--- config.mk ---
export PLATFORM = sky130hd
export DESIGN_NAME = cfgshd_regfile
export DESIGN_NICKNAME = d
export VERILOG_FILES = /design/src/rtl/cfgshd_pkg.sv /design/src/rtl/cfgshd_addr_dec.sv /design/src/rtl/cfgshd_shadow_bank.sv /design/src/rtl/cfgshd_lock_bank.sv /design/src/rtl/cfgshd_regfile.sv
export SDC_FILE = /design/constraint.sdc
export NUM_CORES = 1
export LEC_CHECK = 0
export BUFFER_PORTS_ARGS = -buffer_cell sky130_fd_sc_hd__buf_2
export CORE_ASPECT_RATIO = 0.75
export CORE_MARGIN = 8
export CORE_UTILIZATION = 50
export CTS_BUF_LIST = sky130_fd_sc_hd__clkbuf_16
export DETAILED_ROUTE_END_ITERATION = 8
export HOLD_SLACK_MARGIN = 0.02
export PLACE_DENSITY = 0.72
export SYNTH_ARGS = -nofsm -noshare
export SYNTH_HDL_FRONTEND = slang
export SYNTH_SLANG_ARGS = --single-unit
export TNS_END_PERCENT = 10
--- constraint.sdc ---
create_clock -name clk -period 3.95 [get_ports clk]
set_input_delay 0.395 -clock clk [delete_from_list [all_inputs] [get_ports clk]]
set_output_delay 0.395 -clock clk [all_outputs]
set_load 0.01 [all_outputs]
--- src/rtl/cfgshd_pkg.sv ---
package cfgshd_pkg;
    typedef enum logic [1:0] {
        RK_SHADOW = 2'd0,
        RK_LOCKED = 2'd1,
        RK_STATUS = 2'd2,
        RK_NONE   = 2'd3
    } reg_kind_e;
endpackage

--- src/rtl/cfgshd_addr_dec.sv ---
module cfgshd_addr_dec
    import cfgshd_pkg::*;
#(
    parameter int NS  = 4,
    parameter int NL  = 2,
    parameter int AW  = 3,
    parameter int SIW = 2,
    parameter int LIW = 1
) (
    input  logic [AW-1:0]  addr,
    output reg_kind_e      kind,
    output logic [SIW-1:0] s_idx,
    output logic [LIW-1:0] l_idx
);
    localparam logic [AW-1:0] LBASE = AW'(NS);
    localparam logic [AW-1:0] SADDR = AW'(NS + NL);

    logic [AW-1:0] l_off;

    always_comb begin
        l_off = addr - LBASE;
        s_idx = addr[SIW-1:0];
        l_idx = l_off[LIW-1:0];
        if (addr < LBASE)      kind = RK_SHADOW;
        else if (addr < SADDR) kind = RK_LOCKED;
        else if (addr == SADDR) kind = RK_STATUS;
        else                   kind = RK_NONE;
    end
endmodule

--- src/rtl/cfgshd_shadow_bank.sv ---
module cfgshd_shadow_bank #(
    parameter int          NS       = 4,
    parameter int          DW       = 32,
    parameter int          SIW      = 2,
    parameter logic [31:0] RST_BASE = 32'h100
) (
    input  logic                   clk,
    input  logic                   rst_n,
    input  logic                   wr_en,
    input  logic [SIW-1:0]         wr_idx,
    input  logic [DW-1:0]          wdata,
    input  logic                   sof,
    output logic [NS-1:0][DW-1:0]  pend,
    output logic [NS-1:0][DW-1:0]  act
);
    typedef struct packed {
        logic [NS-1:0][DW-1:0] pend;
        logic [NS-1:0][DW-1:0] act;
    } shd_state_t;

    shd_state_t            st_d, st_q;
    logic [NS-1:0][DW-1:0] rst_img;

    for (genvar gi = 0; gi < NS; gi++) begin : g_rst
        assign rst_img[gi] = DW'(RST_BASE + 32'(gi));
    end

    always_comb begin
        st_d = st_q;
        if (wr_en) st_d.pend[wr_idx] = wdata;
        // The strobe copies the already-updated pending image, so a write in the strobe cycle wins.
        if (sof) st_d.act = st_d.pend;
    end

    always_ff @(posedge clk or negedge rst_n) begin
        if (!rst_n) begin
            st_q.pend <= rst_img;
            st_q.act  <= rst_img;
        end else begin
            st_q <= st_d;
        end
    end

    assign pend = st_q.pend;
    assign act  = st_q.act;
endmodule

--- src/rtl/cfgshd_lock_bank.sv ---
module cfgshd_lock_bank #(
    parameter int          NL       = 2,
    parameter int          DW       = 32,
    parameter int          LIW      = 1,
    parameter logic [31:0] RST_BASE = 32'h200
) (
    input  logic                   clk,
    input  logic                   rst_n,
    input  logic                   wr_en,
    input  logic [LIW-1:0]         wr_idx,
    input  logic [DW-1:0]          wdata,
    input  logic                   busy,
    input  logic                   clr_en,
    output logic [NL-1:0][DW-1:0]  vals,
    output logic                   err
);
    typedef struct packed {
        logic [NL-1:0][DW-1:0] vals;
        logic                  err;
    } lck_state_t;

    lck_state_t            st_d, st_q;
    logic [NL-1:0][DW-1:0] rst_img;

    for (genvar gj = 0; gj < NL; gj++) begin : g_rst
        assign rst_img[gj] = DW'(RST_BASE + 32'(gj));
    end

    always_comb begin
        st_d = st_q;
        if (clr_en) st_d.err = 1'b0;
        if (wr_en) begin
            if (busy) st_d.err = 1'b1;
            else      st_d.vals[wr_idx] = wdata;
        end
    end

    always_ff @(posedge clk or negedge rst_n) begin
        if (!rst_n) begin
            st_q.vals <= rst_img;
            st_q.err  <= 1'b0;
        end else begin
            st_q <= st_d;
        end
    end

    assign vals = st_q.vals;
    assign err  = st_q.err;
endmodule

--- src/rtl/cfgshd_regfile.sv ---
module cfgshd_regfile
    import cfgshd_pkg::*;
#(
    parameter int          NS           = 4,
    parameter int          NL           = 2,
    parameter int          DW           = 32,
    parameter logic [31:0] SHD_RST_BASE = 32'h100,
    parameter logic [31:0] LCK_RST_BASE = 32'h200,
    parameter int          AW           = $clog2(NS + NL + 1)
) (
    input  logic             clk,
    input  logic             rst_n,
    input  logic             bus_wr,
    input  logic [AW-1:0]    bus_addr,
    input  logic [DW-1:0]    bus_wdata,
    output logic [DW-1:0]    bus_rdata,
    input  logic             sof,
    input  logic             busy,
    output logic [NS*DW-1:0] act_shadow,
    output logic [NL*DW-1:0] act_locked,
    output logic             wr_err
);
    localparam int SIW = (NS > 1) ? $clog2(NS) : 1;
    localparam int LIW = (NL > 1) ? $clog2(NL) : 1;

    reg_kind_e             kind;
    logic [SIW-1:0]        s_idx;
    logic [LIW-1:0]        l_idx;
    logic [NS-1:0][DW-1:0] pend_img;
    logic [NS-1:0][DW-1:0] act_img;
    logic [NL-1:0][DW-1:0] lck_img;
    logic                  shd_wr, lck_wr, clr_wr;

    cfgshd_addr_dec #(.NS(NS), .NL(NL), .AW(AW), .SIW(SIW), .LIW(LIW)) u_dec (
        .addr (bus_addr),
        .kind (kind),
        .s_idx(s_idx),
        .l_idx(l_idx)
    );

    assign shd_wr = bus_wr && (kind == RK_SHADOW);
    assign lck_wr = bus_wr && (kind == RK_LOCKED);
    assign clr_wr = bus_wr && (kind == RK_STATUS) && bus_wdata[0];

    cfgshd_shadow_bank #(.NS(NS), .DW(DW), .SIW(SIW), .RST_BASE(SHD_RST_BASE)) u_shd (
        .clk   (clk),
        .rst_n (rst_n),
        .wr_en (shd_wr),
        .wr_idx(s_idx),
        .wdata (bus_wdata),
        .sof   (sof),
        .pend  (pend_img),
        .act   (act_img)
    );

    cfgshd_lock_bank #(.NL(NL), .DW(DW), .LIW(LIW), .RST_BASE(LCK_RST_BASE)) u_lck (
        .clk   (clk),
        .rst_n (rst_n),
        .wr_en (lck_wr),
        .wr_idx(l_idx),
        .wdata (bus_wdata),
        .busy  (busy),
        .clr_en(clr_wr),
        .vals  (lck_img),
        .err   (wr_err)
    );

    always_comb begin
        unique case (kind)
            RK_SHADOW: bus_rdata = pend_img[s_idx];
            RK_LOCKED: bus_rdata = lck_img[l_idx];
            RK_STATUS: bus_rdata = {{(DW-1){1'b0}}, wr_err};
            default:   bus_rdata = '0;
        endcase
    end

    assign act_shadow = act_img;
    assign act_locked = lck_img;
endmodule

After elaboration in Yosys (flattened, before gate mapping)
Index checks and enable logic that the tools add are counted. W data, S select, Z words.

Input bits: 40. Register bits: 321. Logic and storage cells: 48. Output and inout port bits: 225.

Reductions and logical operators: 8. Multiplexer cells: 18. Equal/unequal tests: 3. Bitwise operators: 1. Add/sub/neg operators: 1. Magnitude comparators: 6.

Operators by type and width (count): $mux W32 (5); $bwmux W128 (1); $mux W128 (1); $pmux W32 S3 (1); $bmux W32 S2 (1); $bwmux W64 (1); $demux W32 S2 (1); $demux W32 S1 (1); $logic_and A1 B1 Y1 (6); $lt A3 B3 Y1 const B (2); $mux W1 (4); $mux W2 (2); $eq A3 B3 Y1 const B (1); $lt A2 B3 Y1 const B (1); $eq A2 B1 Y1 const B (1); $eq A2 B2 Y1 const B (1); $ge A2 B1 Y1 const B (1); $logic_not A2 Y1 (1); $lt A1 B2 Y1 const B (1); $reduce_and A2 Y1 (1); $ge A1 B1 Y1 const B (1); $not A1 Y1 (1); $sub A1 B1 Y1 const B (1).

Depth between registers and ports, before layout
Gate-level depths: netlist (run 1).

Depth in word-level cells: 10. Gate-level depth with buffers: 7. Gate-level depth less buffers: 3.

By module
Synthesis (run 1) repeated with hierarchy kept, for this count alone.

Cell total of the unflattened synthesis: 1260. Area, all modules: 13663.1 um2.

Modules (own cells, without submodules): cfgshd_shadow_bank (cells an instance 960, sequential area each 6426.2 um2, area each 9549.2 um2, instances 1); cfgshd_lock_bank (cells an instance 140, sequential area each 1630.3 um2, area each 2457.4 um2, instances 1); cfgshd_regfile (cells an instance 154, sequential area each 0.0 um2, area each 1612.8 um2, instances 1); cfgshd_addr_dec (cells an instance 6, sequential area each 0.0 um2, area each 43.8 um2, instances 1).

Least setup slack after synthesis (run 1)
No wires, ideal clock.

Path type: input to output. Start: input port bus_addr[0]. End: output port bus_rdata[10]. Path buffers: 3. Setup slack: 2.036 ns. Data required time: 3.555 ns. Data arrival time: 1.519 ns. Stages on the path: 5. Cell sequence: clkbuf_1 > buf_2 > buf_2 > mux2i_1 > o221ai_1.

Longest elaborated chain between the ends: 6. Elaborated cells between the ends (all ways): 15. Classes of those cells: add/sub: 1; order compare: 2; eq/ne: 3; mux: 8; reduce/logical: 1.

Ends and longest elaborated chain: start, declared (RTL line cfgshd_regfile.sv:14) `input logic [AW-1:0] bus_addr,`; branches (longest 5 deep; another with $lt A3 B3 Y1); $pmux W32 S3 (*) (RTL line cfgshd_regfile.sv:69) `unique case (kind)`; end, declared (RTL line cfgshd_regfile.sv:16) `output logic [DW-1:0] bus_rdata,`.

Every way passes the cells marked *. The select of a mux whose other input is x is not followed.

Final worst setup path (run 1)
Start: input port bus_addr[1]. End: output port bus_rdata[0].

Same word-level chain as after synthesis.

==> impl_metrics.py, run 1 <==
metrics = {
    "placement": {
        "half_perimeter_wire_length_of_the_detailed_placement_result_mm": 23.8,
        "routabilityCongestion": 0.786,
        "worst_setup_slack_after_placement_ns": 1.46,
        "placedInstanceArea_um2": 15400,
        "portBuffers": 264,
    },
    "worst_hold_path": {
        "whs_path_depth": 2,
        "hold_end": "u_shd.pend[52]",
        "worstHoldStart": "bus_wdata[20]",
        "class_of_the_tightest_hold_or_removal_check": "in -> reg",
    },
    "pwr": {
        "cellLeakagePower_nw": 7.83,
        "switching_share_pct": 28.9,
        "p_total_mw": 10.0,
        "clockPowerShare_pct": 30.5,
        "power_density_nw_per_um2": 611,
        "net_sw_power_mw": 2.91,
        "internal_power_mw": 7.14,
        "comb_power_share_pct": 23.7,
        "part_of_the_power_in_registers_pct": 45.8,
        "power.ir.vdd_worst_mv": 0.385,
    },
    "logic_synthesis": {
        "avgSynthCellArea_um2": 15.6,
        "cell_types_with_the_largest_area_share_after_synthesis": "sky130_fd_sc_hd__dfrtp_1 (55%), sky130_fd_sc_hd__mux2_2 (24%), sky130_fd_sc_hd__mux2i_1 (4.7%)",
        "synth_top_cell_area_share_pct": 55.5,
        "netlist.top_cell.by_area": "sky130_fd_sc_hd__dfrtp_1",
        "ys_seq_elements": 321,
        "synth.yosys.seq_area_share_pct": 59.1,
        "yosysWarningCount": 0,
        "yosys_cell_types": 26,
        "post_synth_instance_area_um2": 13600,
        "syn-num-nets": 916,
        "syn_inst": 876,
    },
    "layout": {
        "drive_gt1_share_pct": 58.1,
        "final_core_util_pct": 61.2,
        "filler_instances": 2074,
        "mostFrequentLayoutCells": "sky130_fd_sc_hd__dfrtp_1 (302), sky130_fd_sc_hd__mux2_2 (289), sky130_fd_sc_hd__buf_2 (260), sky130_fd_sc_hd__mux2i_1 (64), sky130_fd_sc_hd__clkbuf_16 (37)",
        "most_common_cell_after_layout_fill_and_taps_aside": "sky130_fd_sc_hd__dfrtp_1",
        "regArea_um2": 8060,
        "multi_input_comb_area_um2": 5310,
        "p_r_area_growth_vs_syn_pct": 20.7,
        "final_net_count": 1180,
        "design_area_um2": 16400,
    },
    "clock_network": {
        "clkTransAtPathRegs_ns": 0.06,
        "tritoncts": "yes",
        "postCtsSetupBuffers": 0,
        "cts-root-to-sink-buffers": 3,
        "htreeDepth": 2,
        "clk_latency_ns": 0.50,
        "root_cell_of_the_clock_tree": "sky130_fd_sc_hd__clkbuf_16",
        "cts_resized": 0,
        "number_of_clock_buffers_inserted_by_tritoncts": 34,
        "cts.sink_count": 321,
    },
    "timing": {
        "fin_ws_ns": 1.49,
        "final_min_period_over_clock_period_pct": 62.3,
        "grt_setup_unrepaired": "false",
        "setup_viol": 0,
        "max_freq_mhz": 407,
        "slew_at_the_pin_closest_to_its_max_slew_limit_ns": 0.936,
        "final.setup.tns_ns": 0,
        "maxSlewViolCount": 0,
        "slew_headroom_pct": 37.6,
        "period_minus_ws_final_ns": 2.46,
        "report.final.hold_viol_count": 0,
        "fin_skew_ns": 0.0172,
    },
    "critical_path": {
        "worst_setup_path_start_kind": "primary input",
        "worstReg2RegEnd": "u_shd.act[13]",
        "critPathKind": "in -> out",
        "regToRegStartpoint": "u_shd.pend[13]",
        "worstPathArrival_ns": 2.06,
        "cp_max_fo": 56,
        "setup.worst_path.end_class": "output pin",
        "rrSetupSlack_ns": 2.87,
        "timing.critical_path.required_ns": 3.56,
        "r2r.worst_path.cells": 2,
    },
    "global_routing": {
        "antenna_found_initial": 2,
        "grt_pass1_wl_mm": 55.8,
        "leftover_overflow_at_the_end_of_global_routing": 0,
        "largest_net_degree_at_the_start_of_global_routing": 113,
        "number_of_global_route_vias_before_repair": 8964,
        "grt_use_total_pct": 21.9,
    },
    "routing": {
        "postRouteAntennaNets": 0,
        "first_pass_iters": 4,
        "drc_errors": 0,
        "initialDrtViolationCount": 305,
        "wl_per_cell_um": 23.7,
        "via_per_inst": 5.52,
        "route.final.wire_length_mm": 35.9,
        "via_count": 8370,
    },
    "floorplan": {
        "die_w_um": 207,
        "die_y_um": 159,
        "die-area_um2": 32800,
        "std_cell_rows": 52,
        "initial_core_util_pct": 50.7,
        "pin_count": 265,
        "core_area_um2": 26900,
    },
    "job": {
        "max_cap_viol_count": 0,
    },
    "outcome": {
        "status": "finished clean",
    },
}
-- per-stage QoR --
step | std cells | hold slack (ns)
floorplan | 876 | 0.0994
global placement | 1454 | 0.483
detailed placement | 1454 | 0.490
CTS | 1514 | 0.182
global route | 1515 | 0.201
finish | 1515 | 0.209
-- metal layers --
layer | up-vias | global-route usage, % | wire, um
met2 | 230 | 33.6 | 16200
met1 | 4337 | 30.4 | 16300
met5 | - | 0 | 13
met4 | 2 | 4.54 | 514
met3 | 44 | 6.57 | 2900
li1 | 3757 | - | -
-- worst max-delay path, cell delays in order --
cell                       delay [ns]
sky130_fd_sc_hd__buf_4           0.30
sky130_fd_sc_hd__buf_12          0.41
sky130_fd_sc_hd__mux2i_1         0.13
sky130_fd_sc_hd__o211a_1         0.21
sky130_fd_sc_hd__a211oi_1        0.36
sky130_fd_sc_hd__buf_2           0.22
-- cell families (layout without fill, tap and decap cells) --
family | Yosys count | in the layout | synth area share [%]
simple gates | 45 | 45 | 1.86
other cells | 0 | 1 | 0
flops | 321 | 321 | 59.1
mux | 415 | 415 | 34.5
buf+inv | 59 | 346 | 2.20
compound gates | 36 | 36 | 2.26
-- worst max path at each step --
stage	startpoint	endpoint	slack [ns]	depth (start not counted)
2_1_floorplan	bus_addr[0]	bus_rdata[10]	2.04	5
3_3_place_gp	bus_addr[0]	u_lck.vals[60]	1.51	5
3_5_place_dp	bus_addr[0]	u_lck.vals[60]	1.46	5
4_1_cts	bus_addr[1]	bus_rdata[0]	1.48	6
5_1_grt	bus_addr[1]	bus_rdata[0]	1.40	6
6_report	bus_addr[1]	bus_rdata[0]	1.49	6
-- registers in the layout (all words and copies together) (netlist names) --
register / count
u_shd.pend: 128
u_shd.act: 128
u_lck.vals: 64
u_lck.err: 1
-- Yosys cell counts --
| library cell | instances |
|---|---|
| sky130_fd_sc_hd__o211a_1 | 1 |
| sky130_fd_sc_hd__nor2_1 | 1 |
| sky130_fd_sc_hd__dfstp_2 | 19 |
| sky130_fd_sc_hd__a31oi_1 | 1 |
| sky130_fd_sc_hd__buf_1 | 2 |
| sky130_fd_sc_hd__nor4bb_1 | 2 |
| sky130_fd_sc_hd__mux2_4 | 30 |
| sky130_fd_sc_hd__nand4b_1 | 2 |
| sky130_fd_sc_hd__buf_2 | 24 |
| sky130_fd_sc_hd__clkbuf_1 | 25 |
| sky130_fd_sc_hd__mux2i_1 | 64 |
| sky130_fd_sc_hd__nand2b_4 | 1 |
| sky130_fd_sc_hd__nand2b_1 | 1 |
| sky130_fd_sc_hd__mux2_2 | 289 |
| sky130_fd_sc_hd__buf_6 | 5 |
| sky130_fd_sc_hd__buf_4 | 3 |
| sky130_fd_sc_hd__a211oi_1 | 2 |
| sky130_fd_sc_hd__or3_1 | 1 |
| sky130_fd_sc_hd__nor2b_1 | 1 |
| sky130_fd_sc_hd__nand3b_1 | 1 |
| sky130_fd_sc_hd__nand2_1 | 33 |
| sky130_fd_sc_hd__o21ai_0 | 1 |
| sky130_fd_sc_hd__dfrtp_1 | 302 |
| sky130_fd_sc_hd__o221ai_1 | 31 |
| sky130_fd_sc_hd__nor4b_4 | 2 |
| sky130_fd_sc_hd__mux2_1 | 32 |
-- power by group through the flow --
stage	Clock, mW	Combinational (mW)	Sequential, mW
global route	3.28	2.58	4.70
detailed placement	0	2.41	4.65
finish	3.07	2.38	4.60
global placement	0	2.37	4.62
CTS	3.14	2.42	4.60
floorplan	0	1.14	4.78
-- layout make-up --
type	count	share of cell area, %
repair buffers	287	9.53
flip-flops and latches	321	49.0
well taps	351	2.67
diodes	1	0.0152
clock inverters	22	0.905
multi-input cells	496	32.3
clock buffers	37	5.63
-- what timing repair did --
action | CTS | global route
hold buffers | 1 | 0
hold endpoints to repair | 16 | 0
endpoints found under the setup margin | 0 | 0
No activity file was read; power rests on OpenSTA's default activity.
==> run 2, diff against run 1 <==
clock period = 2.4 ns   (was 3.95 ns; I/O delays follow)
==> impl_metrics.py, run 2 (synthesized netlist as in run 1, its figures left out) <==
metrics = {
    "outcome": {
        "status": "finished clean",
    },
    "worst_hold_path": {
        "class_of_the_tightest_hold_or_removal_check": "in -> reg",
    },
    "critical_path": {
        "critPathKind": "reg -> out",
        "cp_max_fo": 2,
        "worstPathArrival_ns": 1.72,
        "rrSetupSlack_ns": 1.30,
        "worst_setup_path_start_kind": "register",
        "setup.worst_path.end_class": "output pin",
        "timing.critical_path.required_ns": 2.16,
    },
    "floorplan": {
        "core_area_um2": 26900,
        "die_w_um": 207,
        "die_y_um": 159,
        "initial_core_util_pct": 50.7,
        "pin_count": 265,
        "die-area_um2": 32800,
        "std_cell_rows": 52,
    },
    "timing": {
        "report.final.hold_viol_count": 0,
        "slew_headroom_pct": 58.7,
        "slew_at_the_pin_closest_to_its_max_slew_limit_ns": 0.620,
        "period_minus_ws_final_ns": 1.96,
        "fin_skew_ns": 0.00836,
        "setup_viol": 0,
        "grt_setup_unrepaired": "false",
        "max_freq_mhz": 510,
        "final_min_period_over_clock_period_pct": 81.7,
        "final.setup.tns_ns": 0,
        "maxSlewViolCount": 0,
    },
    "routing": {
        "postRouteAntennaNets": 0,
        "first_pass_iters": 5,
        "drc_errors": 0,
        "via_count": 8479,
        "via_per_inst": 5.44,
        "route.final.wire_length_mm": 36.3,
        "wl_per_cell_um": 23.3,
        "initialDrtViolationCount": 420,
    },
    "layout": {
        "p_r_area_growth_vs_syn_pct": 22.9,
        "reg.largest.list": "u_shd.act x128, u_shd.pend x128, u_lck.vals x64",
        "most_common_cell_after_layout_fill_and_taps_aside": "sky130_fd_sc_hd__dfrtp_1",
        "filler_instances": 2112,
        "drive_gt1_share_pct": 56.8,
        "mostFrequentLayoutCells": "sky130_fd_sc_hd__dfrtp_1 (302), sky130_fd_sc_hd__mux2_2 (289), sky130_fd_sc_hd__buf_2 (260), sky130_fd_sc_hd__mux2i_1 (64), sky130_fd_sc_hd__nand2_1 (33)",
        "final-instance-count-excl-fill": 1558,
        "final_net_count": 1221,
        "multi_input_comb_area_um2": 5310,
        "regArea_um2": 8060,
    },
    "placement": {
        "place.detailed.instances": 1467,
        "portBuffers": 264,
        "routabilityCongestion": 0.754,
        "half_perimeter_wire_length_of_the_detailed_placement_result_mm": 24.5,
    },
    "pwr": {
        "power_density_nw_per_um2": 952,
        "power.ir.vdd_worst_mv": 0.629,
        "cellLeakagePower_nw": 7.94,
    },
    "global_routing": {
        "largest_net_degree_at_the_start_of_global_routing": 75,
        "antenna_found_initial": 2,
        "number_of_global_route_vias_before_repair": 9303,
        "grt_pass1_wl_mm": 57.2,
        "leftover_overflow_at_the_end_of_global_routing": 0,
        "grt_use_total_pct": 22.2,
    },
    "clock_network": {
        "cts_resized": 0,
        "clk_latency_ns": 0.56,
        "tritoncts": "yes",
        "clkTransAtPathRegs_ns": 0.06,
        "cts.sink_count": 321,
        "htreeDepth": 1,
        "root_cell_of_the_clock_tree": "sky130_fd_sc_hd__clkbuf_16",
        "cts-root-to-sink-buffers": 3,
        "number_of_clock_buffers_inserted_by_tritoncts": 31,
    },
    "job": {
        "max_cap_viol_count": 0,
    },
}
==> run 2: final timing paths <==
check,from,end,cells past startpoint
min in group asynchronous,rst_n,u_lck.vals[8],2
worst max-delay path,u_shd.pend[32],bus_rdata[0],4
worst max register to register,u_shd.pend[45],u_shd.act[45],2
max in group asynchronous,rst_n,u_shd.act[56],3
worst min-delay path,bus_wdata[15],u_lck.vals[47],2
worst min register to register,u_shd.act[112],u_shd.act[112],1
==> run 2: cell type report <==
class,instances,area share (%)
Clock inverter,27,0.695
Tap cell,351,2.62
Multi-Input combinational cell,496,31.7
Sequential cell,321,48.1
Timing Repair Buffer,331,12.2
Antenna cell,1,0.0149
Clock buffer,31,4.63
==> run 2: timing repair <==
item | in CTS | in global routing
hold buffers | 31 | 1
endpoints found under the setup margin | 0 | 0
hold endpoints to repair | 210 | 1
buffers inserted | 0 | 0
==> run 2: routing by layer <==
metal	global-route usage (%)	part of all wire [%]	vias up
li1	-	-	3809
met1	30.7	46	4395
met2	34.7	45	230
met3	6.16	7.4	43
met4	4.24	1.7	2
met5	0	0.036	-
==> run 2: report_power, final <==
group / switching (mW) / total, mW / internal, mW
Clock: 2.04 / 4.37 / 2.33
Sequential: 0.800 / 7.58 / 6.78
Combinational: 1.94 / 3.99 / 2.05
Total: 4.79 / 15.9 / 11.2
==> run 2: critical path, cell delays in order, from the launching register on <==
cell	delay (ns)
sky130_fd_sc_hd__dfstp_2	0.53
sky130_fd_sc_hd__nor2b_1	0.12
sky130_fd_sc_hd__a211oi_1	0.05
sky130_fd_sc_hd__a211oi_1	0.26
sky130_fd_sc_hd__buf_2	0.21
==> run 2: per-stage QoR <==
step	total power, mW	instance area, um^2	utilization (%)	worst slack (ns)	hold WS, ns
final	15.9	16700	62.3	0.438	0.0466
after global routing	16.8	16700	62.3	0.277	0.0358
after CTS	16.1	16700	62.3	0.425	0.0233
after detailed placement	11.7	15500	57.8	0.398	0.262
after global placement	11.5	15500	57.8	0.433	0.259
after floorplan	9.74	13600	-	0.645	-0.0556
